===== config.mk =====
export PLATFORM = sky130hd
export DESIGN_NAME = rtc_calendar
export DESIGN_NICKNAME = d
export VERILOG_FILES = /design/src/rtl/rtc_pkg.sv /design/src/rtl/rtc_bcd_field.sv /design/src/rtl/rtc_calendar_next.sv /design/src/rtl/rtc_update_seq.sv /design/src/rtl/rtc_calendar.sv
export SDC_FILE = /design/constraint.sdc
export NUM_CORES = 1
export LEC_CHECK = 0
export ABC_AREA = 0
export CAP_MARGIN = 20
export CORE_MARGIN = 2
export CORE_UTILIZATION = 40
export CTS_BUF_LIST = sky130_fd_sc_hd__clkbuf_8
export DETAILED_ROUTE_END_ITERATION = 8
export DONT_BUFFER_PORTS = 1
export PLACE_DENSITY = 0.56
export SLEW_MARGIN = 20
export SYNTH_ARGS = -nofsm -noshare
export SYNTH_HDL_FRONTEND = slang
export SYNTH_SLANG_ARGS = --single-unit

===== constraint.sdc =====
create_clock -name clk_i -period 4.1 [get_ports clk_i]
set_input_delay 0.615 -clock clk_i [delete_from_list [all_inputs] [get_ports clk_i]]
set_output_delay 0.615 -clock clk_i [all_outputs]
set_load 0.01 [all_outputs]

===== src/rtl/rtc_pkg.sv =====
package rtc_pkg;
  localparam int unsigned DW = 8;
  localparam int unsigned NT = 8;

  localparam int unsigned T_SEC  = 0;
  localparam int unsigned T_MIN  = 1;
  localparam int unsigned T_HOUR = 2;
  localparam int unsigned T_WDAY = 3;
  localparam int unsigned T_MDAY = 4;
  localparam int unsigned T_MON  = 5;
  localparam int unsigned T_YEAR = 6;
  localparam int unsigned T_CENT = 7;

  localparam int unsigned A_CTRL_A = 8;
  localparam int unsigned A_CTRL_B = 9;

  localparam logic [2:0] DIV_RUN = 3'b010;
  localparam int unsigned B_SET_BIT = 7;
  localparam int unsigned B_UEI_BIT = 4;

  typedef logic [NT-1:0][DW-1:0] tm_t;

  function automatic logic [7:0] bcd2bin(input logic [7:0] b);
    return 8'(b[7:4]) * 8'd10 + 8'(b[3:0]);
  endfunction

  function automatic logic [7:0] bin2bcd(input logic [7:0] v);
    return {4'(v / 8'd10), 4'(v % 8'd10)};
  endfunction
endpackage


===== src/rtl/rtc_bcd_field.sv =====
module rtc_bcd_field
  import rtc_pkg::*;
(
  input  logic [7:0] cur_i,
  input  logic [7:0] hi_i,
  input  logic [7:0] lo_i,
  input  logic       inc_i,
  output logic [7:0] nxt_o
);
  logic [7:0] bin;
  logic [7:0] nbin;

  always_comb begin
    bin  = bcd2bin(cur_i);
    nbin = (bin >= hi_i) ? lo_i : bin + 8'd1;
    nxt_o = inc_i ? bin2bcd(nbin) : cur_i;
  end
endmodule


===== src/rtl/rtc_calendar_next.sv =====
module rtc_calendar_next
  import rtc_pkg::*;
(
  input  tm_t cur_i,
  output tm_t nxt_o
);
  logic [7:0] yb, cb, mb, mlen;
  logic       leap;
  logic [NT-1:0]       inc;
  logic [NT-1:0][7:0]  hi;
  logic [NT-1:0][7:0]  lo;

  always_comb begin
    yb   = bcd2bin(cur_i[T_YEAR]);
    cb   = bcd2bin(cur_i[T_CENT]);
    mb   = bcd2bin(cur_i[T_MON]);
    leap = (yb[1:0] == 2'b00) && ((yb != 8'd0) || (cb[1:0] == 2'b00));
    case (mb)
      8'd2:                    mlen = leap ? 8'd29 : 8'd28;
      8'd4, 8'd6, 8'd9, 8'd11: mlen = 8'd30;
      default:                 mlen = 8'd31;
    endcase

    hi[T_SEC]  = 8'd59; lo[T_SEC]  = 8'd0;
    hi[T_MIN]  = 8'd59; lo[T_MIN]  = 8'd0;
    hi[T_HOUR] = 8'd23; lo[T_HOUR] = 8'd0;
    hi[T_WDAY] = 8'd7;  lo[T_WDAY] = 8'd1;
    hi[T_MDAY] = mlen;  lo[T_MDAY] = 8'd1;
    hi[T_MON]  = 8'd12; lo[T_MON]  = 8'd1;
    hi[T_YEAR] = 8'd99; lo[T_YEAR] = 8'd0;
    hi[T_CENT] = 8'd99; lo[T_CENT] = 8'd0;

    // carry chain: weekday and day of month share the day carry
    inc[T_SEC]  = 1'b1;
    inc[T_MIN]  = bcd2bin(cur_i[T_SEC])  >= hi[T_SEC];
    inc[T_HOUR] = inc[T_MIN]  && (bcd2bin(cur_i[T_MIN])  >= hi[T_MIN]);
    inc[T_WDAY] = inc[T_HOUR] && (bcd2bin(cur_i[T_HOUR]) >= hi[T_HOUR]);
    inc[T_MDAY] = inc[T_WDAY];
    inc[T_MON]  = inc[T_MDAY] && (bcd2bin(cur_i[T_MDAY]) >= mlen);
    inc[T_YEAR] = inc[T_MON]  && (mb >= hi[T_MON]);
    inc[T_CENT] = inc[T_YEAR] && (yb >= hi[T_YEAR]);
  end

  for (genvar g = 0; g < NT; g++) begin : g_field
    rtc_bcd_field u_field (
      .cur_i (cur_i[g]),
      .hi_i  (hi[g]),
      .lo_i  (lo[g]),
      .inc_i (inc[g]),
      .nxt_o (nxt_o[g])
    );
  end
endmodule


===== src/rtl/rtc_update_seq.sv =====
module rtc_update_seq #(
  parameter int unsigned UPD_CYCLES = 8
) (
  input  logic clk_i,
  input  logic rst_ni,
  input  logic tick_i,
  input  logic run_ok_i,
  input  logic abort_i,
  output logic busy_o,
  output logic commit_o
);
  localparam int unsigned CW = (UPD_CYCLES > 1) ? $clog2(UPD_CYCLES) : 1;
  localparam logic [CW-1:0] LAST = CW'(UPD_CYCLES - 1);

  logic [CW-1:0] cnt_q;
  logic          busy_q;

  always_ff @(posedge clk_i or negedge rst_ni) begin
    if (!rst_ni) begin
      busy_q <= 1'b0;
      cnt_q  <= '0;
    end else if (abort_i) begin
      busy_q <= 1'b0;
      cnt_q  <= '0;
    end else if (!busy_q) begin
      if (tick_i && run_ok_i) begin
        busy_q <= 1'b1;
        cnt_q  <= '0;
      end
    end else if (cnt_q == LAST) begin
      busy_q <= 1'b0;
      cnt_q  <= '0;
    end else begin
      cnt_q <= cnt_q + 1'b1;
    end
  end

  assign busy_o   = busy_q;
  assign commit_o = busy_q && (cnt_q == LAST) && !abort_i;
endmodule


===== src/rtl/rtc_calendar.sv =====
module rtc_calendar
  import rtc_pkg::*;
#(
  parameter int unsigned ADDR_W      = 4,
  parameter int unsigned UPD_CYCLES  = 8,
  parameter logic [7:0]  RST_CENTURY = 8'h20
) (
  input  logic              clk_i,
  input  logic              rst_ni,
  input  logic [ADDR_W-1:0] addr_i,
  input  logic [DW-1:0]     wdata_i,
  input  logic              we_i,
  output logic [DW-1:0]     rdata_o,
  input  logic              tick_i,
  output logic              upd_done_o
);
  tm_t        tm_q, tm_d, tm_nxt;
  logic [2:0] div_q;
  logic [3:0] a_low_q;
  logic [7:0] b_q;
  logic       busy, commit, done_q;
  logic       wr_time, wr_a, wr_b, set_wr, run_ok;

  always_comb begin
    wr_time = we_i && (addr_i < ADDR_W'(NT));
    wr_a    = we_i && (addr_i == ADDR_W'(A_CTRL_A));
    wr_b    = we_i && (addr_i == ADDR_W'(A_CTRL_B));
    set_wr  = wr_b && wdata_i[B_SET_BIT];
    run_ok  = (div_q == DIV_RUN) && !b_q[B_SET_BIT];
  end

  rtc_update_seq #(.UPD_CYCLES(UPD_CYCLES)) u_seq (
    .clk_i    (clk_i),
    .rst_ni   (rst_ni),
    .tick_i   (tick_i),
    .run_ok_i (run_ok),
    .abort_i  (set_wr),
    .busy_o   (busy),
    .commit_o (commit)
  );

  rtc_calendar_next u_next (
    .cur_i (tm_q),
    .nxt_o (tm_nxt)
  );

  // a register write in the commit cycle wins over the advanced value
  always_comb begin
    tm_d = commit ? tm_nxt : tm_q;
    if (wr_time) tm_d[addr_i[2:0]] = wdata_i;
  end

  always_ff @(posedge clk_i or negedge rst_ni) begin
    if (!rst_ni) begin
      tm_q         <= '0;
      tm_q[T_WDAY] <= 8'h01;
      tm_q[T_MDAY] <= 8'h01;
      tm_q[T_MON]  <= 8'h01;
      tm_q[T_CENT] <= RST_CENTURY;
      div_q        <= DIV_RUN;
      a_low_q      <= '0;
      b_q          <= '0;
      done_q       <= 1'b0;
    end else begin
      tm_q   <= tm_d;
      done_q <= commit;
      if (wr_a) begin
        div_q   <= wdata_i[6:4];
        a_low_q <= wdata_i[3:0];
      end
      if (wr_b) begin
        b_q <= wdata_i;
        if (set_wr) b_q[B_UEI_BIT] <= 1'b0;
      end
    end
  end

  always_comb begin
    if (addr_i < ADDR_W'(NT))             rdata_o = tm_q[addr_i[2:0]];
    else if (addr_i == ADDR_W'(A_CTRL_A)) rdata_o = {busy, div_q, a_low_q};
    else if (addr_i == ADDR_W'(A_CTRL_B)) rdata_o = b_q;
    else                                  rdata_o = '0;
  end

  assign upd_done_o = done_q;
endmodule


Word-level counts from Yosys, hierarchy flattened
Cells that the tools add are included.
Widths: inputs -> output; s select.
Storage, ports and cells
  output and inout port bits: 9
  register bits: 84
Cells by class
  equal/unequal tests: 9
  add/subtract/negate cells: 17
  $mul: 8
  multiplexer cells: 36
  $lt $le $gt $ge: 11
  divide/modulo/power cells: 16
  reductions and logical operators: 23
Operator list (number)
  $mux 8: 20
  $mux 64: 2
  $add 8x1->8 const B: 8
  $add 8x4->8: 8
  $bwmux 64: 1
  $div 8x4->8 const B: 8
  $mod 8x4->8 const B: 8
  $mul 4x3->7 const B: 8
  $bmux 8 s3: 1
  $demux 8 s3: 1
  $eq 8x3->1 const B: 2
  $eq 8x4->1 const B: 2
  $ge 8x6->1 const B: 2
  $ge 8x7->1 const B: 2
  $pmux 8 s2: 1
  $logic_and 1x1->1: 15
  $mux 3: 4
  $eq 4x4->1 const B: 2
  $eq 8x2->1 const B: 1
  $ge 8x3->1 const B: 1
  $ge 8x4->1 const B: 1
  $ge 8x5->1 const B: 1
  $ge 8x8->1: 1
  $reduce_bool 8->1: 1
  12 further kinds: 19

Logic depth before layout (Yosys ltp)
  depth in word-level cells: 15
  depth in mapped cells: 22
  gate-level depth less buffers: 21

Cells and area by module
From an unflattened synthesis, not the netlist that was laid out.
Unflattened totals
  cell total of the unflattened synthesis: 2247
  area total of the unflattened synthesis: 18995.7 um2
Modules (own cells, without submodules)
  rtc_bcd_field at u_next.g_field[4].u_field ...: cells an instance 216, seq. area each 0.0 um2, area an instance 1669.1 um2, instances 4
  rtc_bcd_field at u_next.g_field[0].u_field ...: cells an instance 202, seq. area each 0.0 um2, area an instance 1428.9 um2, instances 4
  rtc_calendar: cells an instance 344, seq. area each 2008.2 um2, area an instance 4603.2 um2, instances 1
  rtc_calendar_next: cells an instance 210, seq. area each 0.0 um2, area an instance 1794.2 um2, instances 1
  rtc_update_seq: cells an instance 21, seq. area each 100.1 um2, area an instance 206.4 um2, instances 1

Worst setup path after synthesis
OpenSTA, ideal clock, no wires.
  path type: register to register
  from: register tm_q[55] in the netlist's numbering
  to: register tm_q[51] in the netlist's numbering
  setup slack: -0.445 ns
  data arrival time: 4.463 ns
  clock period less this slack: 4.545 ns
  path buffers: 1
  library setup time: 0.082 ns
  cell stages (with the launch flop): 21
  path through: dfrtp_1 ha_1 ha_1 fa_1 or3_1 and2_1 clkbuf_1 nand2_1 nor2_1 a41o_1 a21oi_1 ha_1 nand2b_1 a21oi_1 o31ai_1 a21oi_1 o22ai_1 nand4_4 or3_1 o31a_1 a22oi_2
RTL lines
  start: declaration: line rtc_calendar.sv:17  | tm_t tm_q, tm_d, tm_nxt;
  start signal: assignment: line rtc_calendar.sv:65  | tm_q <= tm_d;

==> run metrics <==
Diodes inserted=0; CTS Buffer Depth=2; grt ovf=0; worst-case reg-to-reg path depth=20; worst skew pair latency=380 ps; Post-synth EDFFs=0; Synth Area per Inst=8.530 um2; Synth Area in Compound Gates=25.33%; clock root buffer=clkbuf_8; first-pass GRT wire length=47.22 mm; final setup vio count=23; final hold vios=0; final wirelength=29.33 mm; XOR/XNOR Fraction of Synth Area=7.638%; pin count of the biggest net entering global routing=80; Yosys reg bits=84; CP peak stage delay=550 ps; CTS tree=built; number of global-route vias before repair=8741; H-tree levels=3; Core Footprint=23610 um2; Synth cell types=92; critical path's slowest cell=fa_2; Core Util, Final=48.76%; DP HPWL=22.69 mm; Seq/Total Area, Yosys=21.78%; Req. time, crit path=4400 ps; Initial Util=41.00%; total track usage=23.06%; top post-synthesis cells by area=dfrtp_1, ha_1, a21oi_1; failing checks=negative setup slack; post-synthesis mux area share=9.227%; min Tclk post-route=4293 ps; Placed Instances=1535; Max-Cap Viols=0; routed via count=9223; CP startpoint kind=flip-flop; nets=1350; Die H=159.6 um; Main synth FF type=dfrtp_1; Post-Place Setup Slack=-375.7 ps; Yosys Warn Count=0; Final GP Congestion=0.8711; most frequent cells after synthesis=nand2_1, a21oi_1, nor2_1; I/O pin cnt=25; crit end category=flip-flop; post-synthesis cell type with the largest combined area=dfrtp_1; most common cell in the netlist=nand2_1; clock transition at the registers of the reported paths=90 ps; arrival time worst endpoint=4590 ps; Post-Synth Simple-Gate Area=19.29%; die width=159.6 um; total clock sinks=84; setup ws final=-193.0 ps; die area=25460 um2; CP Class=reg -> reg; DRC viols=0; Hold/Removal Path Class=in -> async; clock skew=14.78 ps; CTS buffer count=9; Vias/cell=5.908; Least-Margin Pin Slew=1138 ps; main combinational cell family by area after synthesis=compound AO/OA/AOI/OAI gates; FP Rows=56; Final Cycle Share=104.7%; RSZ-0062 raised after global routing=true; input/output buffers=0; layout cells sized above 1=21.18%; mapped cell area=9682 um2; share of the synthesized area in the top cell type=20.42%; status=finished, violations left; FMAX=0.2329 GHz; Syn-to-layout area delta=18.92%; fin. max-slew vios=0; initial antenna violation count=0; Syn Nets=1248; Final TNS setup=-1932 ps; worst rel slew slack=23.88%; Post-Synth Adder-Cell Area=13.98%; First DRT Iteration DRCs=807; Synth Instances=1135; Critical Path, Cell by Cell=ha_1, ha_2, fa_2, buf_6, a31oi_1, o21ai_1, o211a_1, and4b_1, a21oi_2, ha_1, nand2b_4, a21oi_4, o31ai_2, a21oi_2, buf_4, o22ai_4, nand4_4, or3_1, o31a_1, a22oi_2; CP Max Fanout=4; drt pass-1 iters=5; Post-Layout Cell Count=1561; Final ANT Viol Nets=0; WL/cell=18.79 um; asr flop ratio synth=100.0%
flip-flops by register name (all words and copies together), names as in the netlist:
name / cells
upd_done_o: 1
b_q: 8
div_q: 3
tm_q: 64
a_low_q: 4
u_seq.busy_o: 1
u_seq.cnt_q: 3
metal layers:
layer | share of wire (%) | routed length, um | global-route usage, %
met5 | 0 | 0 | 0
met4 | 2.8 | 825 | 8.182
met1 | 46 | 13410 | 31.14
met3 | 5.1 | 1509 | 3.569
met2 | 46 | 13580 | 37.50
worst max-delay path: cells and delay by family, from the launching register on:
family | cells | cell delay (ps)
buffers and inverters | 2 | 260
DFF | 1 | 380
adders and majority gates | 4 | 1280
and+or+nand+nor | 4 | 820
AOI/OAI and AO/OA | 10 | 1450
area by class of cell:
cell class / count / area [um2]
Tap cell: 319 / 399.1
Sequential cell: 84 / 2110
Inverter: 29 / 108.9
Clock inverter: 6 / 81.33
Timing Repair Buffer: 131 / 1028
Multi-Input combinational cell: 982 / 7649
Fill cell: 2282 / 12100
Clock buffer: 10 / 137.6
kinds of logic after synthesis:
kind of cell / after synthesis
flip-flops: 84
adder cells (fa/ha/maj): 99
multiplexers: 66
buffers and inverters: 69
AND/OR/NAND/NOR: 383
XOR/XNOR: 71
AO/OA/AOI/OAI: 363
path summary, 6_finish.rpt:
path                            startpoint  endpoint  slack, ps
worst max register to register    tm_q[45]  tm_q[51]       -190
min in group clk_i              wdata_i[0]  tm_q[40]        340
worst min register to register      b_q[5]    b_q[5]        490
worst min-delay path                rst_ni  tm_q[24]         60
worst max-delay path              tm_q[45]  tm_q[51]       -190
max in group asynchronous           rst_ni  tm_q[55]       3610
cell usage in the layout (no fill, tap or decap), types with 11 or more instances in the layout:
cell	n
nor3_1	41
mux2_2	16
mux4_2	17
a31oi_1	21
o21a_1	11
ha_1	75
nand2b_1	14
a21oi_1	78
nor2_1	84
fa_1	14
mux2i_1	32
buf_4	124
nand3_1	37
a211oi_1	18
nand2_1	108
o21ai_0	65
or3_1	11
a21o_1	24
dfrtp_1	78
and2_1	12
inv_1	29
xnor2_1	35
xor2_1	23
o22ai_1	12
o211ai_1	16
and3_1	15
stage by stage:
stage               area (um2)  hold WS, ps
floorplan                 9832        319.4
global placement         10960        321.5
detailed placement       10960        321.2
CTS                      11370        47.06
global route             11510        48.34
finish                   11510        64.94
what timing repair did:
action,4_1_cts,5_1_grt
cloned,1,0
buffers inserted,4,4
setup endpoints to repair,30,37
endpoints found under the hold margin,79,0
pin swaps,18,11
gates resized for setup,27,20
hold buffers,1,0
Power is left out: the tool's default activity adds up to more than one toggle a clock period on the data nets, which glitch-free logic cannot reach.
